`src/rtl/pam4_dfe_pkg.sv`:
```
package pam4_dfe_pkg;

    localparam int LVL_W = 3;

    typedef enum logic [1:0] {
        SYM_M3 = 2'b00,
        SYM_M1 = 2'b01,
        SYM_P1 = 2'b11,
        SYM_P3 = 2'b10
    } sym_e;

    // Gray symbol code to signed decision level
    function automatic logic signed [LVL_W-1:0] sym_level(input logic [1:0] code);
        logic signed [LVL_W-1:0] lvl;
        case (code)
            2'b00:   lvl = -3'sd3;
            2'b01:   lvl = -3'sd1;
            2'b11:   lvl = 3'sd1;
            default: lvl = 3'sd3;
        endcase
        return lvl;
    endfunction

endpackage

```
`src/rtl/pam4_dfe_cfg.sv`:
```
module pam4_dfe_cfg #(
    parameter int NTAPS    = 6,
    parameter int COEF_W   = 8,
    parameter int SAMPLE_W = 8,
    parameter int ADDR_W   = 4,
    parameter int CFG_W    = 8,
    parameter int DEF_AMP  = 16
) (
    input  logic                          clk,
    input  logic                          rst_n,
    input  logic                          cfg_we,
    input  logic [ADDR_W-1:0]             cfg_addr,
    input  logic [CFG_W-1:0]              cfg_data,
    output logic [NTAPS-1:0][COEF_W-1:0]  taps,
    output logic signed [SAMPLE_W-1:0]    thr_lo,
    output logic signed [SAMPLE_W-1:0]    thr_mid,
    output logic signed [SAMPLE_W-1:0]    thr_hi
);

    localparam int ADR_AMP    = NTAPS;
    localparam int ADR_THR_LO = NTAPS + 1;
    localparam int ADR_THR_MD = NTAPS + 2;
    localparam int ADR_THR_HI = NTAPS + 3;
    localparam logic [SAMPLE_W-1:0] DEF_HI = SAMPLE_W'(2 * DEF_AMP);
    localparam logic [SAMPLE_W-1:0] DEF_LO = SAMPLE_W'(-2 * DEF_AMP);

    typedef struct packed {
        logic [NTAPS-1:0][COEF_W-1:0] taps;
        logic [SAMPLE_W-1:0]          lo;
        logic [SAMPLE_W-1:0]          mid;
        logic [SAMPLE_W-1:0]          hi;
    } cfg_t;

    cfg_t cfg_d, cfg_q;
    logic [SAMPLE_W-1:0] twice_amp;

    always_comb begin
        twice_amp = {cfg_data[SAMPLE_W-2:0], 1'b0};
        cfg_d     = cfg_q;
        if (cfg_we) begin
            for (int k = 0; k < NTAPS; k++) begin
                if (cfg_addr == ADDR_W'(k)) begin
                    cfg_d.taps[k] = cfg_data[COEF_W-1:0];
                end
            end
            if (cfg_addr == ADDR_W'(ADR_AMP)) begin
                cfg_d.hi  = twice_amp;
                cfg_d.mid = '0;
                cfg_d.lo  = SAMPLE_W'(-twice_amp);
            end
            if (cfg_addr == ADDR_W'(ADR_THR_LO)) cfg_d.lo  = cfg_data[SAMPLE_W-1:0];
            if (cfg_addr == ADDR_W'(ADR_THR_MD)) cfg_d.mid = cfg_data[SAMPLE_W-1:0];
            if (cfg_addr == ADDR_W'(ADR_THR_HI)) cfg_d.hi  = cfg_data[SAMPLE_W-1:0];
        end
    end

    always_ff @(posedge clk) begin
        if (!rst_n) begin
            cfg_q.taps <= '0;
            cfg_q.lo   <= DEF_LO;
            cfg_q.mid  <= '0;
            cfg_q.hi   <= DEF_HI;
        end else begin
            cfg_q <= cfg_d;
        end
    end

    assign taps    = cfg_q.taps;
    assign thr_lo  = $signed(cfg_q.lo);
    assign thr_mid = $signed(cfg_q.mid);
    assign thr_hi  = $signed(cfg_q.hi);

    AST_CFG_IGNORED: assert property (@(posedge clk) disable iff (!rst_n)
        (cfg_we && cfg_addr > ADDR_W'(ADR_THR_HI)) |=> $stable(cfg_q));

endmodule

```
`src/rtl/pam4_dfe_fir.sv`:
```
module pam4_dfe_fir
    import pam4_dfe_pkg::*;
#(
    parameter int NTAPS  = 6,
    parameter int COEF_W = 8,
    parameter int ACC_W  = 14
) (
    input  logic [NTAPS-1:0][LVL_W-1:0]  hist,
    input  logic [NTAPS-1:0][COEF_W-1:0] taps,
    output logic signed [ACC_W-1:0]      isi
);

    localparam int PROD_W = COEF_W + LVL_W;

    logic signed [PROD_W-1:0] prod [NTAPS];

    generate
        for (genvar k = 0; k < NTAPS; k++) begin : g_tap
            assign prod[k] = PROD_W'($signed(taps[k])) * PROD_W'($signed(hist[k]));
        end
    endgenerate

    always_comb begin
        isi = '0;
        for (int k = 0; k < NTAPS; k++) begin
            isi = isi + ACC_W'(prod[k]);
        end
    end

endmodule

```
`src/rtl/pam4_dfe_slicer.sv`:
```
module pam4_dfe_slicer
    import pam4_dfe_pkg::*;
#(
    parameter int SAMPLE_W = 8,
    parameter int ACC_W    = 14
) (
    input  logic signed [SAMPLE_W-1:0] sample,
    input  logic signed [ACC_W-1:0]    isi,
    input  logic signed [SAMPLE_W-1:0] thr_lo,
    input  logic signed [SAMPLE_W-1:0] thr_mid,
    input  logic signed [SAMPLE_W-1:0] thr_hi,
    output logic signed [SAMPLE_W-1:0] eq_sat,
    output logic [1:0]                 sym,
    output logic [LVL_W-1:0]           lvl
);

    localparam int DIFF_W = ((ACC_W > SAMPLE_W) ? ACC_W : SAMPLE_W) + 1;
    localparam logic signed [DIFF_W-1:0] POS_RAIL = DIFF_W'((2 ** (SAMPLE_W - 1)) - 1);
    localparam logic signed [DIFF_W-1:0] NEG_RAIL = DIFF_W'(-(2 ** (SAMPLE_W - 1)));

    logic signed [DIFF_W-1:0] diff;

    always_comb begin
        diff = DIFF_W'(sample) - DIFF_W'(isi);
        if (diff > POS_RAIL) begin
            eq_sat = POS_RAIL[SAMPLE_W-1:0];
        end else if (diff < NEG_RAIL) begin
            eq_sat = NEG_RAIL[SAMPLE_W-1:0];
        end else begin
            eq_sat = diff[SAMPLE_W-1:0];
        end

        if (eq_sat >= thr_hi) begin
            sym = SYM_P3;
        end else if (eq_sat >= thr_mid) begin
            sym = SYM_P1;
        end else if (eq_sat >= thr_lo) begin
            sym = SYM_M1;
        end else begin
            sym = SYM_M3;
        end
        lvl = sym_level(sym);
    end

endmodule

```
`src/rtl/pam4_dfe.sv`:
```
module pam4_dfe
    import pam4_dfe_pkg::*;
#(
    parameter int NTAPS    = 6,
    parameter int SAMPLE_W = 8,
    parameter int COEF_W   = 8,
    parameter int ADDR_W   = 4,
    parameter int DEF_AMP  = 16,
    localparam int CFG_W   = (COEF_W > SAMPLE_W) ? COEF_W : SAMPLE_W
) (
    input  logic                       clk,
    input  logic                       rst_n,
    input  logic                       in_valid,
    input  logic signed [SAMPLE_W-1:0] in_sample,
    input  logic                       cfg_we,
    input  logic [ADDR_W-1:0]          cfg_addr,
    input  logic [CFG_W-1:0]           cfg_data,
    output logic                       out_valid,
    output logic [1:0]                 out_sym,
    output logic signed [SAMPLE_W-1:0] out_eq
);

    localparam int PROD_W = COEF_W + LVL_W;
    localparam int ACC_W  = PROD_W + $clog2(NTAPS);

    typedef struct packed {
        logic [NTAPS-1:0][LVL_W-1:0] hist;
        logic                        vld;
        logic [1:0]                  sym;
        logic [SAMPLE_W-1:0]         eq;
    } state_t;

    state_t st_d, st_q;

    logic [NTAPS-1:0][COEF_W-1:0] taps;
    logic signed [SAMPLE_W-1:0]   thr_lo, thr_mid, thr_hi;
    logic signed [ACC_W-1:0]      isi;
    logic signed [SAMPLE_W-1:0]   eq_sat;
    logic [1:0]                   new_sym;
    logic [LVL_W-1:0]             new_lvl;

    pam4_dfe_cfg #(
        .NTAPS(NTAPS), .COEF_W(COEF_W), .SAMPLE_W(SAMPLE_W),
        .ADDR_W(ADDR_W), .CFG_W(CFG_W), .DEF_AMP(DEF_AMP)
    ) u_cfg (
        .clk(clk), .rst_n(rst_n), .cfg_we(cfg_we), .cfg_addr(cfg_addr),
        .cfg_data(cfg_data), .taps(taps), .thr_lo(thr_lo),
        .thr_mid(thr_mid), .thr_hi(thr_hi)
    );

    pam4_dfe_fir #(
        .NTAPS(NTAPS), .COEF_W(COEF_W), .ACC_W(ACC_W)
    ) u_fir (
        .hist(st_q.hist), .taps(taps), .isi(isi)
    );

    pam4_dfe_slicer #(
        .SAMPLE_W(SAMPLE_W), .ACC_W(ACC_W)
    ) u_slicer (
        .sample(in_sample), .isi(isi), .thr_lo(thr_lo), .thr_mid(thr_mid),
        .thr_hi(thr_hi), .eq_sat(eq_sat), .sym(new_sym), .lvl(new_lvl)
    );

    always_comb begin
        st_d = st_q;
        if (in_valid) begin
            st_d.hist = {st_q.hist[NTAPS-2:0], new_lvl};
            st_d.vld  = 1'b1;
            st_d.sym  = new_sym;
            st_d.eq   = eq_sat;
        end else begin
            st_d.vld  = 1'b0;
        end
    end

    always_ff @(posedge clk) begin
        if (!rst_n) begin
            st_q <= '0;
        end else begin
            st_q <= st_d;
        end
    end

    assign out_valid = st_q.vld;
    assign out_sym   = st_q.sym;
    assign out_eq    = $signed(st_q.eq);

    AST_VALID_LATENCY: assert property (@(posedge clk) disable iff (!rst_n)
        in_valid |=> out_valid);

    AST_IDLE_HOLD: assert property (@(posedge clk) disable iff (!rst_n)
        !in_valid |=> (!out_valid && $stable(out_sym) && $stable(out_eq) && $stable(st_q.hist)));

    AST_HIST_MATCH: assert property (@(posedge clk) disable iff (!rst_n)
        out_valid |-> ($signed(st_q.hist[0]) == sym_level(out_sym)));

    AST_TOP_SYMBOL: assert property (@(posedge clk) disable iff (!rst_n)
        out_valid |-> ((out_eq >= $past(thr_hi)) == (out_sym == SYM_P3)));

endmodule

```
`config.mk`:
```
export PLATFORM = sky130hd
export DESIGN_NAME = pam4_dfe
export DESIGN_NICKNAME = d
export VERILOG_FILES = /design/src/rtl/pam4_dfe_pkg.sv /design/src/rtl/pam4_dfe_cfg.sv /design/src/rtl/pam4_dfe_fir.sv /design/src/rtl/pam4_dfe_slicer.sv /design/src/rtl/pam4_dfe.sv
export SDC_FILE = /design/constraint.sdc
export NUM_CORES = 1
export LEC_CHECK = 0
export ABC_AREA = 1
export BUFFER_PORTS_ARGS = -buffer_cell sky130_fd_sc_hd__buf_2
export CAP_MARGIN = 40
export CORE_MARGIN = 1
export CORE_UTILIZATION = 60
export CTS_CLUSTER_DIAMETER = 200
export DETAILED_ROUTE_END_ITERATION = 6
export PLACE_DENSITY = 0.78
export SETUP_SLACK_MARGIN = 0.05
export SLEW_MARGIN = 20
export SYNTH_ARGS = -nofsm -noshare
export SYNTH_HDL_FRONTEND = slang
export SYNTH_HIERARCHICAL = 1
export SYNTH_SLANG_ARGS = --single-unit
```
`constraint.sdc`:
```
create_clock -name clk -period 11.35 [get_ports clk]
set_input_delay 1.135 -clock clk [delete_from_list [all_inputs] [get_ports clk]]
set_output_delay 1.135 -clock clk [all_outputs]
set_load 0.1 [all_outputs]
```
## Word level (Yosys, flattened, before mapping)

Index checks and enable logic that the tools add are counted.
W data, S select, Z words.

- Bits in registers: 101
- Input bits: 24
- Output and inout bits: 11
- Word-level logic and storage cells: 72

- $add $sub $neg: 7
- Multipliers: 6
- Order comparisons: 5
- Equality and inequality tests: 11
- Multiplexer cells: 11
- Reduce and logical (&&, ||, !) cells: 14

Operators by type and width:

| cell | number |
|---|---|
| $mul A8 B3 Y11 | 6 |
| $add A14 B11 Y14 | 3 |
| $mux W8 | 5 |
| $ge A8 B8 Y1 | 3 |
| $mux W24 | 1 |
| $reduce_and A2 Y1 | 9 |
| $eq A4 B3 Y1 const B | 4 |
| $gt A15 B8 Y1 const B | 1 |
| $lt A15 B8 Y1 const B | 1 |
| $sub A8 B14 Y15 | 1 |
| $add A12 B11 Y13 | 1 |
| $add A11 B11 Y12 | 1 |
| $pmux W3 S3 | 1 |
| $eq A4 B2 Y1 const B | 2 |
| $eq A4 B4 Y1 const B | 2 |
| $neg A8 Y8 | 1 |
| $reduce_bool A2 Y1 | 3 |
| $eq A4 B1 Y1 const B | 1 |
| $logic_not A4 Y1 | 1 |
| $mux W2 | 2 |
| $eq A2 B1 Y1 const B | 1 |
| $eq A2 B2 Y1 const B | 1 |
| $logic_not A2 Y1 | 1 |
| $mux W1 | 2 |

## Depth between registers and ports, before layout

- Word-level depth: 16
- Depth in mapped cells: 59
- Depth with buffers taken out: 58

## Cells and area by module

Netlist, hierarchy kept.

Modules (own cells, without submodules):

| module | times used | cells an instance | area an instance (um2) | seq. area each (um2) |
|---|---|---|---|---|
| pam4_dfe_fir | 1 | 714 | 5800.6 | 0.0 |
| pam4_dfe_cfg | 1 | 417 | 3024.2 | 1441.4 |
| pam4_dfe_slicer | 1 | 304 | 1686.6 | 0.0 |
| pam4_dfe | 1 | 190 | 1249.9 | 580.6 |

## Least setup slack after synthesis

OpenSTA, ideal clock, no wires.

- Kind: flip-flop to flip-flop
- Start: register st_q[25] (netlist name)
- End: register st_q[12] (netlist name)
- Arrival: 8.049 ns
- Required time: 11.286 ns
- Setup slack: 3.237 ns
- Cell stages (with the launch flop): 47
- Path buffers: 0
- Period minus slack after synthesis: 8.113 ns
- Cell sequence: dfxtp_1 inv_1 or2_2 fa_1 fa_1 inv_1 fa_1 fa_1 inv_1 fa_1 inv_1 fa_1 inv_1 fa_1 inv_1 ha_1 inv_1 fa_1 [11 not listed] nand2_2 xor2_2 inv_1 nand2_4 nand2_1 ha_1 nand2_1 o21ai_0 nand3_1 nand3b_1 nand2_1 a22oi_1 inv_1 nand2_1 inv_1 nand2_1 nand2_1 nor2_1

- Word-level cells in the longest chain between the ends: 13

RTL lines:

| what | RTL line | source |
|---|---|---|
| start, declared | pam4_dfe.sv:33 | `state_t st_d, st_q;` |
| start signal, assigned | pam4_dfe.sv:80 | `st_q <= st_d;` |
| $mul A8 B3 Y11 (*) | pam4_dfe_fir.sv:19 | `assign prod[k] = PROD_W'($signed(taps[k])) * PROD_W'($signed(hist[k]));` |
| $add A14 B11 Y14 (*) (2 in series) | pam4_dfe_fir.sv:26 | `isi = isi + ACC_W'(prod[k]);` |
| via isi[6] | pam4_dfe.sv:37 | `logic signed [ACC_W-1:0] isi;` |
| $sub A8 B14 Y15 (*) | pam4_dfe_slicer.sv:24 | `diff = DIFF_W'(sample) - DIFF_W'(isi);` |
| $lt A15 B8 Y1 | pam4_dfe_slicer.sv:27 | `end else if (diff < NEG_RAIL) begin` |
| $mux W8 | pam4_dfe_slicer.sv:27 |  |
| $mux W8 (*) | pam4_dfe_slicer.sv:25 | `if (diff > POS_RAIL) begin` |
| via eq_sat[7] | pam4_dfe.sv:38 | `logic signed [SAMPLE_W-1:0] eq_sat;` |
| $ge A8 B8 Y1 | pam4_dfe_slicer.sv:37 | `end else if (eq_sat >= thr_lo) begin` |
| $mux W1 | pam4_dfe_slicer.sv:37 |  |
| $mux W2 | pam4_dfe_slicer.sv:35 | `end else if (eq_sat >= thr_mid) begin` |
| $mux W2 (*) | pam4_dfe_slicer.sv:33 | `if (eq_sat >= thr_hi) begin` |
| $eq A2 B2 Y1, or another cell as far along | pam4_dfe_pkg.sv:15 | `case (code)` |
| $pmux W3 S3 (*) | pam4_dfe_pkg.sv:15 |  |
| via new_lvl[1] | pam4_dfe.sv:40 | `logic [LVL_W-1:0] new_lvl;` |

Mark *: on every way through the listed nets, which the timed path passes. The rest lies on a longest branch.
A chain may end at the register's enable or synchronous reset.

## Worst setup path in the final report

- Start: register st_q[25] (netlist name)
- End: register st_q (netlist bit out_sym[1])

- Word-level cells in the longest chain between the ends: 10

RTL lines:

| what | RTL line | source |
|---|---|---|
| $mul A8 B3 Y11 (*) | pam4_dfe_fir.sv:19 |  |
| $add A14 B11 Y14 (*) (2 in series) | pam4_dfe_fir.sv:26 |  |
| via isi[6] | pam4_dfe.sv:37 |  |
| $sub A8 B14 Y15 (*) | pam4_dfe_slicer.sv:24 |  |
| $lt A15 B8 Y1 | pam4_dfe_slicer.sv:27 |  |
| $mux W8 | pam4_dfe_slicer.sv:27 |  |
| $mux W8 (*) | pam4_dfe_slicer.sv:25 |  |
| via eq_sat[7] | pam4_dfe.sv:38 |  |
| $ge A8 B8 Y1 | pam4_dfe_slicer.sv:35 |  |
| $mux W2 | pam4_dfe_slicer.sv:35 |  |
| $mux W2 (*) | pam4_dfe_slicer.sv:33 |  |
| via new_sym[1] | pam4_dfe.sv:39 | `logic [1:0] new_sym;` |

Marks and branches as above.

==> flow_metrics.tcl <==
set metrics [dict create \
    setup_viol 0 \
    fin_worst_skew_ps 10.65 \
    worst-path-buf-inv 11 \
    r2r_end "out_sym[1]" \
    fp.dieW_um 142.0 \
    yosys-top-cells-count "402 x nand2_1, 376 x inv_1, 154 x fa_1, 150 x nor2_1, 101 x dfxtp_1" \
    ys_warn_count 6 \
    worst-path-max-fanout 8 \
    cp_top_family "adder cells" \
    worstSetupEndpointType "flip-flop" \
    final_net_count 1888 \
    post-dp-hpwl_um 22600 \
    totalWireLength_um 27140 \
    clk_latency_ps 350 \
    grt_pass1_vias 9422 \
    rr_startpoint "st_q[25]" \
    syn_inst 1625 \
    cts_tree "yes" \
    synth_top_cell_area_share_pct 26.21 \
    h-tree-depth 3 \
    synth_edf_count 0 \
    vias 9659 \
    synth-seq-area-share_pct 17.19 \
    startpoint_type "flip-flop" \
    drt-initial-drc-count 589 \
    initial_core_util_pct 62.05 \
    diodes 0 \
    whs_path_depth 2 \
    root_buffer "clkbuf_16" \
    grt.overflow.total 0 \
    drc_errors 0 \
    post_cts_resized 0 \
    period_share_pct 80.07 \
    dr.pass1.iters 5 \
    slew_viol_final 0 \
    path_clk_slew_ps 70 \
    yosys.area.top_type "fa_1" \
    clockBufferDepth 2 \
    gp_congestion 0.9223 \
    max_slew_margin_pct 52.49 \
    synth_area_leaders "fa_1 26%, dfxtp_1 17%, nand2_1 13%" \
    final.setup.tns_ps 0 \
    tightest_slew_ps 712.6 \
    critical_path.max_stage_delay_ps 530 \
    rsz0062_at_grt "no" \
    synth_cell_types 39 \
    hold_viol_final 0 \
    min-delay-start "u_cfg/thr_mid[7]" \
    min_path_type "reg2reg" \
    syn_nets 1893 \
    ys.flop_type "dfxtp_1" \
    critical-path-slowest-cell "fa_1" \
    syn_area_um2 11760 \
    wl_per_cell_um 14.40 \
    post_cts_buffers 0 \
    routed_via_density 5.124 \
    fmax_mhz 110.0 \
    ant_nets 0 \
    numCtsBuffers 9 \
    finalCriticalPeriod_ps 9088 \
    yosysMostFrequentCell "nand2_1" \
    fp.dieH_um 142.0 \
    clkSinkCount 101 \
    antenna_found_initial 0 \
    core-area_um2 18960 \
    ioPinCount 35 \
    synth-seq-cells 101 \
    grt_usage_pct 28.91 \
    rrSetupSlack_ps 2260 \
    whs_endpoint "u_cfg/thr_mid[7]" \
    grt_max_degree 72 \
    io_buffers 34 \
    status "finished, final reports clean" \
    rows 50 \
    max-cap-violations 0 \
    critPathKind "reg2reg" \
    crit_top_cell "inv_1" \
    syn2layout_area_growth_pct 4.660 \
    dieArea_um2 20170 \
    crit_arrival_ps 9380 \
    drive_above_1_share_pct 7.754 \
    grt_pass1_wl_um 45620 \
    avgSynthCellArea_um2 7.238 \
    cp.required_ps 11640 \
    postCtsHoldBufs 0 \
    synthArstFlopShare_pct 0 \
    ff2ff_path_depth 46 \
]
-- layer usage --
layer	global-route usage (%)	part of all wire (%)
met5	0	0
met4	6.621	1.5
met3	5.249	7.3
met2	47.11	46
met1	40.12	45
-- cells in the final DEF (no fill, tap or decap), types with 34 or more instances in the layout --
cell / synthesis / layout
nand2_1: 402 / 402
nor2_1: 150 / 150
ha_1: 90 / 90
dfxtp_1: 101 / 101
inv_1: 376 / 376
nand3_1: 68 / 68
a21oi_1: 68 / 68
o21ai_0: 46 / 46
buf_2: 9 / 34
fa_1: 154 / 154
-- through the flow --
stage                     std cells  worst slack, ps  util (%)  cell area [µm²]  hold slack (ps)
after floorplan                1625             3237         -            11760            440.4
after global placement         1867             2340     63.12            11960            450.3
after detailed placement       1869             2282     63.34            12010            454.5
after CTS                      1885             2252     64.94            12310            465.2
after global routing           1885             1431     64.94            12310            486.9
final                          1885             2262     64.94            12310            462.7
-- sequential cells by signal (all words and copies together) (netlist names) --
name	flops
out_sym	2
st_q	18
out_valid	1
u_cfg/thr_mid	8
u_cfg/taps	48
u_cfg/thr_hi	8
u_cfg/thr_lo	8
out_eq	8
-- cells by family (layout without fill, tap and decap cells) --
family | count (synthesis) | count (layout) | share of synthesized area [%]
flip-flops | 101 | 101 | 17.19
AND/OR/NAND/NOR | 702 | 702 | 25.60
XOR/XNOR | 14 | 14 | 1.106
buffers and inverters | 440 | 440 | 14.90
adder cells (fa/ha/maj) | 244 | 244 | 35.79
AO/OA/AOI/OAI | 123 | 123 | 5.383
other | 1 | 1 | 0.03188
-- worst max path at each step --
stage | from | endpoint | slack [ps] | cells past startpoint
6_report | st_q[25] | out_sym[1] | 2260 | 46
5_1_grt | st_q[25] | st_q[12] | 1430 | 47
4_1_cts | st_q[25] | out_sym[1] | 2250 | 46
3_5_place_dp | st_q[25] | out_sym[1] | 2280 | 46
3_3_place_gp | st_q[25] | st_q[12] | 2340 | 46
2_1_floorplan | st_q[25] | st_q[12] | 3240 | 46
-- cell type report --
cell class                 count  area [µm²]
multi-input combinational   1084        7986
clock buffer                   9       225.2
timing repair buffer          37       220.2
fill                        1665        6646
sequential                   101        2022
inverter                     387        1453
tap                          260       325.3
clock inverter                 7       77.57
-- worst reg2reg max path, delay by kind of cell (launching register included) --
family,cells,cell delay (ps)
buffers and inverters,11,860
AOI/OAI and AO/OA,3,460
xor gates and xnor gates,2,510
adders and majority gates,11,4820
and+or+nand+nor,19,1990
DFF,1,420
Power is not shown: default switching activity piles up to over one toggle a cycle in this logic, so the estimate is an artifact.
